File: config.mk
export PLATFORM = sky130hd
export DESIGN_NAME = lddep_tracker
export DESIGN_NICKNAME = d
export VERILOG_FILES = /design/src/rtl/lddep_pkg.sv /design/src/rtl/lddep_regtags.sv /design/src/rtl/lddep_spill.sv /design/src/rtl/lddep_outreg.sv /design/src/rtl/lddep_tracker.sv
export SDC_FILE = /design/constraint.sdc
export NUM_CORES = 2
export LEC_CHECK = 0
export CAP_MARGIN = 20
export CELL_PAD_IN_SITES_DETAIL_PLACEMENT = 2
export CELL_PAD_IN_SITES_GLOBAL_PLACEMENT = 2
export CORE_MARGIN = 1
export CORE_UTILIZATION = 50
export DETAILED_ROUTE_END_ITERATION = 8
export DONT_BUFFER_PORTS = 1
export PLACE_DENSITY_LB_ADDON = 0.1
export SLEW_MARGIN = 20
export SYNTH_ARGS = -nofsm -noshare
export SYNTH_HDL_FRONTEND = slang
export SYNTH_SLANG_ARGS = --single-unit
export TNS_END_PERCENT = 30
File: constraint.sdc
create_clock -name clk -period 13.4 [get_ports clk]
set_input_delay 2.01 -clock clk [delete_from_list [all_inputs] [get_ports clk]]
set_output_delay 2.01 -clock clk [all_outputs]
set_load 0.02 [all_outputs]
File: src/rtl/lddep_pkg.sv
package lddep_pkg;
   typedef enum logic [1:0] {
      K_OTHER = 2'd0,
      K_LOAD  = 2'd1,
      K_STORE = 2'd2,
      K_RSVD  = 2'd3
   } lddep_kind_e;
endpackage

File: src/rtl/lddep_regtags.sv
module lddep_regtags #(
   parameter int NREG = 32,
   parameter int TW   = 32,
   localparam int IW  = $clog2(NREG)
) (
   input  logic          clk,
   input  logic          rst_n,
   input  logic [IW-1:0] ra_idx,
   output logic          ra_vld,
   output logic [TW-1:0] ra_tag,
   input  logic [IW-1:0] rb_idx,
   output logic          rb_vld,
   output logic [TW-1:0] rb_tag,
   input  logic          w_en,
   input  logic [IW-1:0] w_idx,
   input  logic          w_set,
   input  logic [TW-1:0] w_tag
);
   logic [NREG-1:0] tag_vld;
   logic [TW-1:0]   tag_mem [NREG];
   logic            w_ok;

   initial begin : elab_chk
      if (NREG < 2 || (1 << IW) != NREG) $fatal(1, "NREG must be a power of two >= 2");
   end

   assign w_ok = w_en && (w_idx != '0);

   always_ff @(posedge clk) begin
      if (!rst_n) tag_vld <= '0;
      else if (w_ok) tag_vld[w_idx] <= w_set;
   end

   always_ff @(posedge clk) begin
      if (w_ok) tag_mem[w_idx] <= w_tag;
   end

   // Reads see the state before this cycle's write (read-before-write).
   assign ra_vld = tag_vld[ra_idx];
   assign ra_tag = tag_mem[ra_idx];
   assign rb_vld = tag_vld[rb_idx];
   assign rb_tag = tag_mem[rb_idx];
endmodule

File: src/rtl/lddep_spill.sv
module lddep_spill #(
   parameter int N   = 8,
   parameter int AW  = 32,
   parameter int TW  = 32,
   parameter int WSH = 2,
   localparam int WA = AW - WSH,
   localparam int PW = (N > 1) ? $clog2(N) : 1
) (
   input  logic          clk,
   input  logic          rst_n,
   input  logic [AW-1:0] l_addr,
   output logic          l_hit,
   output logic [TW-1:0] l_tag,
   input  logic          st_en,
   input  logic [AW-1:0] st_addr,
   input  logic          st_set,
   input  logic [TW-1:0] st_tag
);
   logic [N-1:0]  e_vld;
   logic [WA-1:0] e_addr [N];
   logic [TW-1:0] e_tag  [N];
   logic [N-1:0]  lmatch, smatch;
   logic [PW-1:0] ptr;
   logic [WA-1:0] l_w, s_w;
   logic          s_any;
   logic          unused_lo;

   initial begin : elab_chk
      if (N < 1)    $fatal(1, "spill table needs at least one entry");
      if (WSH < 1)  $fatal(1, "word must span at least two bytes");
   end

   assign l_w       = l_addr[AW-1:WSH];
   assign s_w       = st_addr[AW-1:WSH];
   assign unused_lo = ^{l_addr[WSH-1:0], st_addr[WSH-1:0]};

   for (genvar i = 0; i < N; i++) begin : g_cmp
      assign lmatch[i] = e_vld[i] && (e_addr[i] == l_w);
      assign smatch[i] = e_vld[i] && (e_addr[i] == s_w);
   end

   assign l_hit = |lmatch;
   assign s_any = |smatch;

   always_comb begin
      l_tag = '0;
      for (int i = 0; i < N; i++) begin
         if (lmatch[i]) l_tag = l_tag | e_tag[i];
      end
   end

   always_ff @(posedge clk) begin
      if (!rst_n) begin
         e_vld <= '0;
         ptr   <= '0;
      end else if (st_en) begin
         if (s_any) begin
            for (int i = 0; i < N; i++) begin
               if (smatch[i]) e_vld[i] <= st_set;
            end
         end else if (st_set) begin
            e_vld[ptr] <= 1'b1;
            ptr        <= (ptr == PW'(N - 1)) ? '0 : ptr + 1'b1;
         end
      end
   end

   always_ff @(posedge clk) begin
      if (st_en) begin
         if (s_any) begin
            for (int i = 0; i < N; i++) begin
               if (smatch[i]) e_tag[i] <= st_tag;
            end
         end else if (st_set) begin
            e_addr[ptr] <= s_w;
            e_tag[ptr]  <= st_tag;
         end
      end
   end
endmodule

File: src/rtl/lddep_outreg.sv
module lddep_outreg #(
   parameter int PCW = 32,
   parameter int OW  = 16
) (
   input  logic           clk,
   input  logic           rst_n,
   input  logic           push,
   input  logic [PCW-1:0] p_prod,
   input  logic [PCW-1:0] p_cons,
   input  logic [OW-1:0]  p_off,
   output logic           can_accept,
   output logic           o_valid,
   input  logic           o_ready,
   output logic [PCW-1:0] o_prod,
   output logic [PCW-1:0] o_cons,
   output logic [OW-1:0]  o_off
);
   assign can_accept = !o_valid || o_ready;

   always_ff @(posedge clk) begin
      if (!rst_n)       o_valid <= 1'b0;
      else if (push)    o_valid <= 1'b1;
      else if (o_ready) o_valid <= 1'b0;
   end

   always_ff @(posedge clk) begin
      if (push) begin
         o_prod <= p_prod;
         o_cons <= p_cons;
         o_off  <= p_off;
      end
   end
endmodule

File: src/rtl/lddep_tracker.sv
module lddep_tracker #(
   parameter int PCW        = 32,
   parameter int AW         = 32,
   parameter int OW         = 16,
   parameter int NREG       = 32,
   parameter int SPILL_N    = 8,
   parameter int WORD_BYTES = 4,
   parameter bit SPILL_EN   = 1'b1
) (
   input  logic                    clk,
   input  logic                    rst_n,
   input  logic                    in_valid,
   output logic                    in_ready,
   input  logic [1:0]              in_kind,
   input  logic [PCW-1:0]          in_pc,
   input  logic [$clog2(NREG)-1:0] in_dreg,
   input  logic [$clog2(NREG)-1:0] in_base,
   input  logic [OW-1:0]           in_off,
   input  logic [AW-1:0]           in_ea,
   output logic                    dep_valid,
   input  logic                    dep_ready,
   output logic [PCW-1:0]          dep_producer,
   output logic [PCW-1:0]          dep_consumer,
   output logic [OW-1:0]           dep_offset
);
   import lddep_pkg::*;

   localparam int IW  = $clog2(NREG);
   localparam int WSH = $clog2(WORD_BYTES);

   initial begin : elab_chk
      if ((1 << WSH) != WORD_BYTES) $fatal(1, "WORD_BYTES must be a power of two");
   end

   lddep_kind_e    kind;
   logic           fire, is_ld, is_st, is_ot;
   logic           ra_vld, rb_vld;
   logic [PCW-1:0] ra_tag, rb_tag;
   logic           sp_hit;
   logic [PCW-1:0] sp_tag;
   logic           w_en;
   logic [PCW-1:0] w_tag;

   assign kind  = lddep_kind_e'(in_kind);
   assign fire  = in_valid && in_ready;
   assign is_ld = fire && (kind == K_LOAD);
   assign is_st = fire && (kind == K_STORE);
   assign is_ot = fire && (kind == K_OTHER);

   lddep_regtags #(.NREG(NREG), .TW(PCW)) i_tags (
      .clk    (clk),
      .rst_n  (rst_n),
      .ra_idx (in_base),
      .ra_vld (ra_vld),
      .ra_tag (ra_tag),
      .rb_idx (in_dreg),
      .rb_vld (rb_vld),
      .rb_tag (rb_tag),
      .w_en   (w_en),
      .w_idx  (in_dreg),
      .w_set  (is_ld),
      .w_tag  (w_tag)
   );

   generate
      if (SPILL_EN) begin : g_spill
         lddep_spill #(.N(SPILL_N), .AW(AW), .TW(PCW), .WSH(WSH)) i_spill (
            .clk     (clk),
            .rst_n   (rst_n),
            .l_addr  (in_ea),
            .l_hit   (sp_hit),
            .l_tag   (sp_tag),
            .st_en   (is_st),
            .st_addr (in_ea),
            .st_set  (rb_vld),
            .st_tag  (rb_tag)
         );
      end else begin : g_nospill
         logic unused_sp;
         assign unused_sp = ^{in_ea, is_st, rb_vld, rb_tag};
         assign sp_hit    = 1'b0;
         assign sp_tag    = '0;
      end
   endgenerate

   assign w_en  = (is_ld || is_ot) && (in_dreg != '0);
   assign w_tag = sp_hit ? sp_tag : in_pc;

   lddep_outreg #(.PCW(PCW), .OW(OW)) i_out (
      .clk        (clk),
      .rst_n      (rst_n),
      .push       (is_ld && ra_vld),
      .p_prod     (ra_tag),
      .p_cons     (in_pc),
      .p_off      (in_off),
      .can_accept (in_ready),
      .o_valid    (dep_valid),
      .o_ready    (dep_ready),
      .o_prod     (dep_producer),
      .o_cons     (dep_consumer),
      .o_off      (dep_offset)
   );
endmodule

==> results.md <==
- Relative to the synthesized area, the layout overhead comes to 11.1%.
- Sorting the synthesized cells by area gives the leading types as sky130_fd_sc_hd__edfxtp_1, sky130_fd_sc_hd__mux4_2, sky130_fd_sc_hd__xnor2_1, sky130_fd_sc_hd__a22oi_1, sky130_fd_sc_hd__dfxtp_1.
- The share of flip-flops with an asynchronous set or reset after synthesis is 0%.
- The core outline area is 142000 um^2.
- The post-synthesis simple-gate area fraction is 4.22%.
- The height of the die is 380 um.
- In this run the tightest slew margin relative to its limit is -24.8%.
- The area of the mapped netlist is 71600 um^2.
- The ratio of total power to cell area is 139 nW/um^2.
- The post-synthesis cell count is 3599.
- The detailed-route via count is 40600.
- Data on the critical path arrives at its endpoint at 6020 ps.
- Setup violations remaining at the end of the flow were counted as 0.
- Static timing analysis puts the maximum clock frequency at 178 MHz.
- The initial utilization of the core area, before any placement, comes to 50.5%.
- The post-synthesis area per instance is 19.9 um^2.
- The worst setup path is launched from an input port.
- The clock net in this run drives a total of 1644 sinks.
- For the pin with the worst max-slew slack, the measured transition is 1870 ps.
- The register clock-pin slew on the reported worst setup and hold paths is 60 ps.
- For this run, the number of Yosys warnings is 0.
- After synthesis, the largest family of logic cells by area is multiplexers.
- In this run, CTS created clock tree buffers numbering 174.
- In the global route stage, overall resource usage came out at 34.0%.
- The required time of the critical path is 13810 ps.
- After Yosys synthesis, full adders, half adders and majority gates account for 0.0350% of the synthesized area.
- Entering global routing, the biggest net connects 273 pins.
- 178 I/O pins were placed.
- The first-pass detailed-route iteration total is 5.
- Of the total synthesized cell area, the portion taken by XOR and XNOR cells is 3.06%.
- Ranked by instance count, the synthesized netlist is headed by sky130_fd_sc_hd__edfxtp_1, sky130_fd_sc_hd__mux4_2, sky130_fd_sc_hd__xnor2_1, sky130_fd_sc_hd__a22oi_1, sky130_fd_sc_hd__nand3_1.
- The worst path needs 5610 ps of the cycle, external delays included.
- After detailed routing, the total wire length is 245000 um.
- The detail route stage leaves a number of antenna-violating nets equal to 0.
- The number of gates resized after CTS was 0.
- The post-synthesis sequential element count is 1644.
- The final hold slack is 511 ps.
- The number of maximum-capacitance constraint violations is 0.
- The number of nets in the layout is 3736.
- The layout has 11600 filler cells.
- Setup repair after global routing left no endpoint under its margin.
- The clock network latency to the later pin of the worst-skew pair is 790 ps.
- The remaining routing DRC violations is 0.
- The cell with the most instances after synthesis is sky130_fd_sc_hd__edfxtp_1.
- The worst-case IR drop observed on VDD is 134 uV.
- The number of antenna violations at the first check in global routing was 10.
- In this run the deepest clock path goes through 3 buffers.
- Of the post-synthesis cell area, the dominant cell type holds 67.1%.
- The post-CTS setup-driven buffer insertion count is 0.
- The detailed router finished its first iteration with 4755 violations.
- The completed layout was analyzed and its total power is 11000 uW.
- Along the worst path, the maximum fanout reaches 271.
- The register area share after synthesis is 68.4%.
- The congestion estimate from routability-driven global placement came to 0.814.
- The largest total area in the synthesized netlist belongs to sky130_fd_sc_hd__edfxtp_1.
- The worst min-delay path class is reg -> reg.
- In the final routed layout, each cell accounts on average for 43.2 um.
- The type of destination of the critical path is a register.
- The CTS tree is yes.
- The run finished, with violations left.
- In this run the cell area measured after placement is 74000 um^2.
- Summing the areas of all compound-gate instances in the mapped netlist gives 2.60% of the synthesized area.
- The clock tree synthesis step divided the H-tree into 4 levels.
- The die covers 145000 um^2.
- The wire length of the first global-routing pass is 342000 um.
- The post-route netlist has 28.5% of its cells at a drive strength greater than 1.
- The checks that failed: max-slew violations.
- The post-route non-filler standard cell count is 5670.
- Multiplexer cells account for 20.1% of the synthesized area.
- The cell leakage power is 0.0241 uW.
- The final-report hold violation count is 0.
- Clock tree synthesis selected as its root buffer the cell sky130_fd_sc_hd__clkbuf_16.
- The share of the clock period used by the worst path is 41.8%.
- The summed area of non-filler cells in the final layout is 79500 um^2.
- The count of input and output buffers is 0.
- Including well taps, the total number of placed cells is 5352.
- For this run the aggregate overflow at the end of global routing stands at 0.
- The estimated wirelength of the detail-placed design is 132000 um.
- The clock tree skew after final layout is 30.8 ps.
- The prevailing post-synth register cell is sky130_fd_sc_hd__edfxtp_1.
- The setup path with the least slack is of type in -> reg.
- The synthesized design contains 1600 enable-type register cells.
- The routed via count divided by cell count is 7.15.
- The count of distinct cell types in the synthesized netlist is 52.
- The total negative slack is 0 ps.
- The row count is 138.
- The number of hold buffers added after CTS is 0.
- The die boundary width is 380 um.
- The via count of the first global-routing pass is 43700.
- The final count of pins violating max slew is 218.
cell usage in the layout (no fill, tap or decap), drive strengths merged, types with 63 or more instances in the layout:
master | Yosys | final
buf | 121 | 86
edfxtp | 1600 | 1600
a22oi | 184 | 184
mux2 | 63 | 63
xnor2 | 219 | 219
nand2 | 63 | 63
clkinv | 0 | 80
mux4 | 594 | 594
nand3 | 157 | 157
clkbuf | 133 | 212
nand4 | 134 | 134
layer usage:
layer / track usage (%) / wire length [um] / vias to the layer above
met2: 57.2 / 124000 / 2456
met5: 0 / 0 / -
li1: - / - / 15300
met4: 12.4 / 9130 / 0
met3: 5.79 / 21500 / 529
met1: 44.7 / 90700 / 22200
sequential cells by signal, indices dropped and copies added, names as in the netlist, 3 cells and up:
register / count
i_tags.tag_vld: 32
g_spill.i_spill.ptr: 3
g_spill.i_spill.e_vld: 8
g_spill.i_spill.e_tag: 256
i_out.o_off: 16
i_out.o_cons: 32
g_spill.i_spill.e_addr: 240
i_tags.tag_mem: 1024
i_out.o_prod: 32
path summary, 6_finish.rpt:
kind                                 startpoint                            to  slack (ps)  cells after the start
setup / recovery                     in_dreg[0]  g_spill.i_spill.e_tag[1][16]        7790                      7
hold / removal               i_tags.tag_vld[17]            i_tags.tag_vld[17]         510                      2
setup reg to reg  g_spill.i_spill.e_addr[7][24]        i_tags.tag_mem[18][31]        8730                     10
hold reg to reg              i_tags.tag_vld[17]            i_tags.tag_vld[17]         510                      2
worst max-delay path, cell delays in order:
cell,delay (ps)
sky130_fd_sc_hd__mux4_2,560
sky130_fd_sc_hd__nor2_1,50
sky130_fd_sc_hd__a2111oi_0,410
sky130_fd_sc_hd__o211a_1,710
sky130_fd_sc_hd__nand3_2,790
sky130_fd_sc_hd__o31ai_4,480
sky130_fd_sc_hd__buf_4,580
final cells by class:
class                   count  area, um^2  share of cell area (%)
diodes                      4        10.0                  0.0126
clock buffers             212        4620                    5.82
clock inverters           102         830                    1.04
inverters                   5        18.8                  0.0236
multi-input cells        1727       22100                    27.8
flip-flops and latches   1644       48900                    61.6
well taps                1890        2360                    2.98
repair buffers             86         646                   0.812
kinds of logic after synthesis:
| family | after synthesis |
|---|---|
| multiplexers | 673 |
| AO/OA/AOI/OAI | 258 |
| AND/OR/NAND/NOR | 522 |
| other | 1 |
| adder cells (fa/ha/maj) | 2 |
| buffers and inverters | 259 |
| XOR/XNOR | 240 |
| flip-flops | 1644 |
per-stage QoR:
| stage | util [%] | worst slack (ps) |
|---|---|---|
| CTS | 56.1 | 7680 |
| global placement | 52.2 | 7180 |
| global route | 56.1 | 7920 |
| floorplan | - | 6040 |
| finish | 56.1 | 7790 |
| detailed placement | 52.2 | 6910 |
power breakdown:
| group | internal, uW | total (uW) | switching [uW] |
|---|---|---|---|
| registers | 5700 | 5720 | 17.3 |
| clock network | 2690 | 4760 | 2070 |
| logic | 260 | 541 | 281 |
| total | 8650 | 11000 | 2370 |
No activity file was read; power rests on OpenSTA's default activity.
